$ cat config.mk
export PLATFORM = sky130hd
export DESIGN_NAME = plane_color_match
export DESIGN_NICKNAME = d
export VERILOG_FILES = /design/src/rtl/plane_color_match.sv
export SDC_FILE = /design/constraint.sdc
export NUM_CORES = 1
export LEC_CHECK = 0
export ABC_AREA = 1
export BUFFER_PORTS_ARGS = -buffer_cell sky130_fd_sc_hd__buf_4
export CORE_MARGIN = 8
export CORE_UTILIZATION = 50
export CTS_CLUSTER_DIAMETER = 80
export DETAILED_ROUTE_END_ITERATION = 10
export GPL_ROUTABILITY_DRIVEN = 0
export PLACE_DENSITY = 0.69
export SETUP_SLACK_MARGIN = 0.3
export SLEW_MARGIN = 0
export SYNTH_ARGS = -nofsm -noshare
export SYNTH_HDL_FRONTEND = slang
export SYNTH_SLANG_ARGS = --single-unit
$ cat constraint.sdc
create_clock -name clk -period 2.01 [get_ports clk]
set_input_delay 0.3015 -clock clk [delete_from_list [all_inputs] [get_ports clk]]
set_output_delay 0.3015 -clock clk [all_outputs]
set_load 0.03 [all_outputs]
$ cat src/rtl/plane_color_match.sv
module plane_color_match #(
  parameter int ADDR_W = 15,
  parameter int NENT   = 8
) (
  input  logic                    clk,
  input  logic                    rst_n,
  input  logic                    ent_we,
  input  logic [$clog2(NENT)-1:0] ent_idx,
  input  logic [7:0]              ent_data,
  input  logic [3:0]              plane_off,
  input  logic                    has_plane3,
  input  logic                    go,
  input  logic [7:0]              cmd,
  input  logic [ADDR_W-1:0]       addr,
  output logic                    mem_rd_en,
  output logic [1:0]              mem_rd_plane,
  output logic [ADDR_W-1:0]       mem_rd_addr,
  input  logic [7:0]              mem_rd_data,
  output logic                    busy,
  output logic                    done,
  output logic [7:0]              status
);
  localparam int PIX = 8;

  logic [7:0]        ent_q [NENT];
  logic [7:0]        pb [4];
  logic [3:0]        cmask_q;
  logic              has4_q;
  logic [1:0]        rd_idx;
  logic              rd_on;
  logic              pend_v;
  logic [1:0]        pend_idx;
  logic              eval;
  logic [ADDR_W-1:0] addr_q;
  logic [PIX-1:0]    hit;

  wire       trig     = (cmd[2:0] == 3'd7) || cmd[6];
  wire       accept   = go && !busy && trig;
  wire [1:0] last_idx = has4_q ? 2'd3 : 2'd2;

  assign mem_rd_en    = rd_on;
  assign mem_rd_plane = rd_idx;
  assign mem_rd_addr  = addr_q;

  always_ff @(posedge clk) begin
    if (!rst_n) begin
      for (int i = 0; i < NENT; i++) ent_q[i] <= 8'h80;
    end else if (ent_we) begin
      ent_q[ent_idx] <= ent_data;
    end
  end

  always_ff @(posedge clk) begin
    if (!rst_n) begin
      busy     <= 1'b0;
      rd_on    <= 1'b0;
      rd_idx   <= 2'd0;
      pend_v   <= 1'b0;
      pend_idx <= 2'd0;
      eval     <= 1'b0;
      done     <= 1'b0;
      status   <= 8'h00;
      cmask_q  <= 4'h0;
      has4_q   <= 1'b0;
      addr_q   <= '0;
      for (int p = 0; p < 4; p++) pb[p] <= 8'h00;
    end else begin
      done     <= 1'b0;
      pend_v   <= rd_on;
      pend_idx <= rd_idx;
      if (accept) begin
        busy    <= 1'b1;
        rd_on   <= 1'b1;
        rd_idx  <= 2'd0;
        addr_q  <= addr;
        has4_q  <= has_plane3;
        cmask_q <= ~plane_off & {has_plane3, 3'b111};
      end else if (rd_on) begin
        if (rd_idx == last_idx) rd_on <= 1'b0;
        else                    rd_idx <= rd_idx + 2'd1;
      end
      if (pend_v) begin
        pb[pend_idx] <= mem_rd_data;
        if (pend_idx == last_idx) eval <= 1'b1;
      end
      if (eval) begin
        eval   <= 1'b0;
        status <= hit;
        done   <= 1'b1;
        busy   <= 1'b0;
      end
    end
  end

  always_comb begin
    hit = '0;
    for (int px = 0; px < PIX; px++) begin
      for (int e = 0; e < NENT; e++) begin
        if (!ent_q[e][7] &&
            ((ent_q[e][3:0] & cmask_q) ==
             ({pb[3][px], pb[2][px], pb[1][px], pb[0][px]} & cmask_q)))
          hit[px] = 1'b1;
      end
    end
  end

  AST_RD_WHILE_BUSY: assert property (@(posedge clk) disable iff (!rst_n)
    mem_rd_en |-> busy);
  AST_RD_ADDR_HELD: assert property (@(posedge clk) disable iff (!rst_n)
    (mem_rd_en && $past(mem_rd_en)) |-> ($stable(mem_rd_addr) && mem_rd_plane == $past(mem_rd_plane) + 2'd1));
  AST_NO_PLANE3_READ: assert property (@(posedge clk) disable iff (!rst_n)
    (mem_rd_en && !has4_q) |-> (mem_rd_plane != 2'd3));
  AST_STATUS_ON_DONE: assert property (@(posedge clk) disable iff (!rst_n)
    !$stable(status) |-> done);
  AST_DONE_PULSE: assert property (@(posedge clk) disable iff (!rst_n)
    done |=> !done);
  AST_START_NEEDS_GO: assert property (@(posedge clk) disable iff (!rst_n)
    $rose(busy) |-> $past(go));
  AST_BUSY_ACCEPT: assert property (@(posedge clk) disable iff (!rst_n)
    (busy && !done) |=> (busy || done));
endmodule

After elaboration in Yosys (flattened, before gate mapping)
Memories as Yosys holds them, arrays and structs flattened.
Cells that the tools add are included.
{"block": "totals", "output_inout_bits": 28, "mem_bits_rw": 96, "regBits": 37, "elab_cells": 267, "in_bits": 51, "n_memories": 2}
{"block": "classes", "bitwise_logic": 21, "mux": 83, "reduce_logical": 82, "n_eq_ne": 67, "add_sub_neg": 1}
{"memory": "ent_q", "words": 8, "width": 8, "rd": 8, "rd_ports_with_merged_regs": 0, "write_ports": 8, "line_no": "25", "rtl": "logic [7:0] ent_q [NENT];"}
{"memory": "pb", "words": 4, "width": 8, "rd": 4, "rd_ports_with_merged_regs": 0, "write_ports": 4, "line_no": "26", "rtl": "logic [7:0] pb [4];"}
{"op": "== test 4 bit", "count": 64}
{"op": "2-to-1 mux 1 bit", "count": 79}
{"op": "bitwise AND 4 bit", "count": 17}
{"op": "logical AND 1 bit", "count": 66}
{"op": "2-to-1 mux 8 bit", "count": 2}
{"op": "OR reduction 8 bit", "count": 2}
{"op": "logical NOT 1 bit", "count": 9}
{"op": "== test 2 bit", "count": 2}
{"op": "inverter 4 bit", "count": 1}
{"op": "OR reduction 2 bit", "count": 2}
{"op": "== test 3 bit (second input constant)", "count": 1}
{"op": "2-to-1 mux 3 bit", "count": 1}
{"op": "inverter 1 bit", "count": 3}
{"op": "OR reduction 3 bit", "count": 1}
{"op": "adder 2 x 1 -> 2 bit (second input constant)", "count": 1}
{"op": "2-to-1 mux 2 bit", "count": 1}
{"op": "AND reduction 2 bit", "count": 1}
{"op": "logical OR 1 bit", "count": 1}

Logic depth before layout (Yosys ltp)
An unclocked memory read counts as a cell.
{"block": "logic_depth", "word_depth": 12, "mapped_depth": 13, "mapped_depth_nobuf": 11}

Least setup slack after synthesis
Ideal clock, no wire load.
{"block": "synth_timing", "kind": "input to register", "start": "input rst_n", "end": "memory pb[1][0] (enable)", "path_stages": 5, "arrival_ns": 1.157, "path_slack_ns": 0.524, "n_path_buf": 1, "required_time_ns": 1.681, "setup_time_ns": 0.329, "path_cell_list": "buf_2 nand2_1 nor2_1 nand2_1 nand2_1"}
{"element": "from (decl)", "line_no": "6", "rtl": "input logic rst_n,"}
{"element": "to (decl)", "line_no": "26"}

==> impl_metrics.sql <==
INSERT INTO impl_metrics (metric_group, metric, value, unit) VALUES
('synth', 'synthAdderAreaFrac', '0', ''),
('place', 'placed_cell_area', '9560', 'um^2'),
('synth', 'portion_of_the_post_synthesis_area_used_by_sequential_elements', '0.335', ''),
('critical_path', 'crit_type', 'flip-flop to flip-flop', ''),
('synth', 'synthesis.yosys.warnings', '0', ''),
('critical_path', 'critical_path.startpoint_type', 'flip-flop', ''),
('synth', 'synth_cell_types', '29', ''),
('critical_path', 'beginning_of_the_worst_register_to_register_path', 'pb[3][0]', ''),
('timing', 'final_cycle_share', '0.842', ''),
('finish', 'syn2layout_area_growth', '21.4', '%'),
('detailed_routing', 'first_pass_detailed_route_iteration_total', '7', ''),
('floorplanning', 'die_outline_width', '148', 'um'),
('finish', 'final_area', '10500', 'um^2'),
('critical_path', 'critical_path.max_fanout', '6', ''),
('clock_tree', 'clkTransAtPathRegs', '0.07', 'ns'),
('floorplanning', 'starting_density_of_the_core', '0.506', ''),
('global_routing', 'groute.usage.overall', '0.298', ''),
('synth', 'synth_edf_count', '72', ''),
('floorplanning', 'floorplan.core_area', '17100', 'um^2'),
('status', 'run_status', 'complete, no violations', ''),
('critical_path', 'worst_path_max_delay_cell', 'sky130_fd_sc_hd__edfxtp_1', ''),
('global_routing', 'first_pass_grt_wire_length', '50.6', 'mm'),
('detailed_routing', 'totalWireLength', '35.2', 'mm'),
('finish', 'multi_input_area', '4960', 'um^2'),
('timing', 'fin_worst_hold_slack', '0.134', 'ns'),
('timing', 'setup-tns-final', '0', 'ns'),
('synth', 'synth-compound-area-share', '0.0930', ''),
('critical_path', 'worst-endpoint-required', '2.26', 'ns'),
('run', 'drv.max_cap_violation_count', '0', ''),
('floorplanning', 'die_h', '148', 'um'),
('timing', 'timing.final.ws_setup', '0.318', 'ns'),
('timing', 'finalHoldViolations', '0', ''),
('detailed_routing', 'drc', '0', ''),
('synth', 'synth_simple_gate_area_frac', '0.470', ''),
('critical_path', 'setup.worst_path.end_class', 'flip-flop', ''),
('synth', 'syn_area_per_cell', '5.92', 'um^2'),
('min_path', 'timing.hold.worst.class', 'input port to flip-flop', ''),
('detailed_routing', 'dr_vias_cell', '5.84', ''),
('timing', 'setup_violations', '0', ''),
('clock_tree', 'cts_buffers', '9', ''),
('synth', 'synth_async_sr_flop_share', '0', ''),
('floorplanning', 'dieArea', '21800', 'um^2'),
('finish', 'post_route_cells_drive_above_1_share', '0.164', ''),
('finish', 'number_of_filler_instances_in_the_final_layout', '1631', ''),
('clock_tree', 'clock_tree.root_cell', 'sky130_fd_sc_hd__clkbuf_16', ''),
('clock_tree', 'cts_max_path_buffers', '2', ''),
('global_routing', 'number_of_antenna_violations_at_the_first_check_in_global_routing', '0', ''),
('global_routing', 'first_global_vias', '9114', ''),
('finish', 'finish.cell_count_without_fillers', '1810', ''),
('synth', 'synth_fp_nets', '1516', ''),
('timing', 'final.min_clock_period', '1.69', 'ns'),
('finish', 'n_antenna_cell', '0', ''),
('timing', 'grt_setup_unrepaired', 'true', ''),
('clock_tree', 'worst_skew_pair.late_latency', '0.36', 'ns'),
('floorplanning', 'ios', '79', ''),
('detailed_routing', 'antenna_violating_nets_left', '0', ''),
('global_routing', 'aggregate_global_routing_overflow', '0', ''),
('clock_tree', 'htree_depth', '3', ''),
('finish', 'final-seq-area', '2920', 'um^2'),
('clock_tree', 'number_of_clock_sinks_seen_by_cts', '109', ''),
('synth', 'synth_mux_area_frac', '0', ''),
('synth', 'largest_family_of_logic_cells_by_synthesized_area', 'simple AND/OR/NAND/NOR gates', ''),
('critical_path', 'regToRegEndpoint', 'status[0]', ''),
('power', 'power_leakage', '5.13', 'nW'),
('synth', 'synthCells', '1465', ''),
('critical_path', 'rr_worst_depth', '9', ''),
('clock_tree', 'cts_tree', 'done', ''),
('min_path', 'whs_endpoint', 'cmask_q[3]', ''),
('critical_path', 'path_common_cell', 'sky130_fd_sc_hd__nand2_1', ''),
('synth', 'synth-seq-cells', '109', ''),
('detailed_routing', 'routed-via-count', '10600', '');
-- worst max-delay path by stage --
stage / cells past startpoint / endpoint / slack [ns] / from
floorplan: 5 / pb[1][0] / 0.52 / rst_n
global placement: 10 / status[5] / 0.27 / ent_q[6][1]
detailed placement: 10 / status[0] / 0.26 / ent_q[6][1]
CTS: 11 / status[2] / 0.30 / cmask_q[0]
global route: 12 / status[3] / 0.22 / cmask_q[2]
finish: 9 / status[0] / 0.32 / pb[3][0]
-- critical path, delay by kind of cell (launching register included) --
family / cells / cell delay (ns)
AOI/OAI and AO/OA: 1 / 0.21
DFF: 1 / 0.52
and+or+nand+nor: 8 / 0.86
-- synth_stat cells, types with 4 or more instances --
master,count
sky130_fd_sc_hd__buf_6,5
sky130_fd_sc_hd__o21ai_0,91
sky130_fd_sc_hd__dfxtp_1,37
sky130_fd_sc_hd__a21oi_1,51
sky130_fd_sc_hd__inv_1,136
sky130_fd_sc_hd__nor2_1,278
sky130_fd_sc_hd__edfxtp_1,72
sky130_fd_sc_hd__clkbuf_1,7
sky130_fd_sc_hd__buf_2,34
sky130_fd_sc_hd__o21ai_1,4
sky130_fd_sc_hd__nand3_1,251
sky130_fd_sc_hd__o21bai_1,4
sky130_fd_sc_hd__nand2_1,455
sky130_fd_sc_hd__inv_2,12
sky130_fd_sc_hd__buf_4,8
-- power by group --
part,internal (mW),switching (mW)
combinational,0.490,0.910
sequential,2.50,0.146
clock,0.870,0.853
total,3.86,1.91
-- layout make-up --
class	instances	area share
multi-input combinational	1150	0.471
clock inverter	7	0.00654
timing repair buffer	161	0.141
clock buffer	9	0.0214
tap	225	0.0268
sequential	109	0.277
inverter	149	0.0560
-- metrics by stage --
stage | utilization | power, mW
after floorplan | - | 3.40
after global placement | 0.558 | 3.86
after detailed placement | 0.558 | 3.88
after CTS | 0.577 | 5.61
after global routing | 0.615 | 6.00
final | 0.615 | 5.77
-- flip-flops by register name, indices dropped and copies added (netlist names), 2 cells and up --
name and flops:
pend_idx 2, ent_q 40, mem_rd_plane 2, status 8
mem_rd_addr 15, pb 32, cmask_q 4
-- logic make-up after synthesis --
group / Yosys count
flip-flops: 109
buffers and inverters: 206
AO/OA/AOI/OAI: 156
AND/OR/NAND/NOR: 994
-- per-layer routing --
metal  up-vias  track usage  part of all wire
li1       4935            -                 -
met1      4687        0.366              0.37
met2       752        0.451              0.43
met3       203       0.0666              0.12
met4         0        0.225             0.082
met5         -            0                 0
-- repair_timing --
item,in CTS,in global routing
gates resized for setup,3,76
pin swaps,0,3
setup endpoints to repair,6,8
cloned,0,9
setup buffers,2,36
Note: power is estimated with default switching activity, not from simulation.
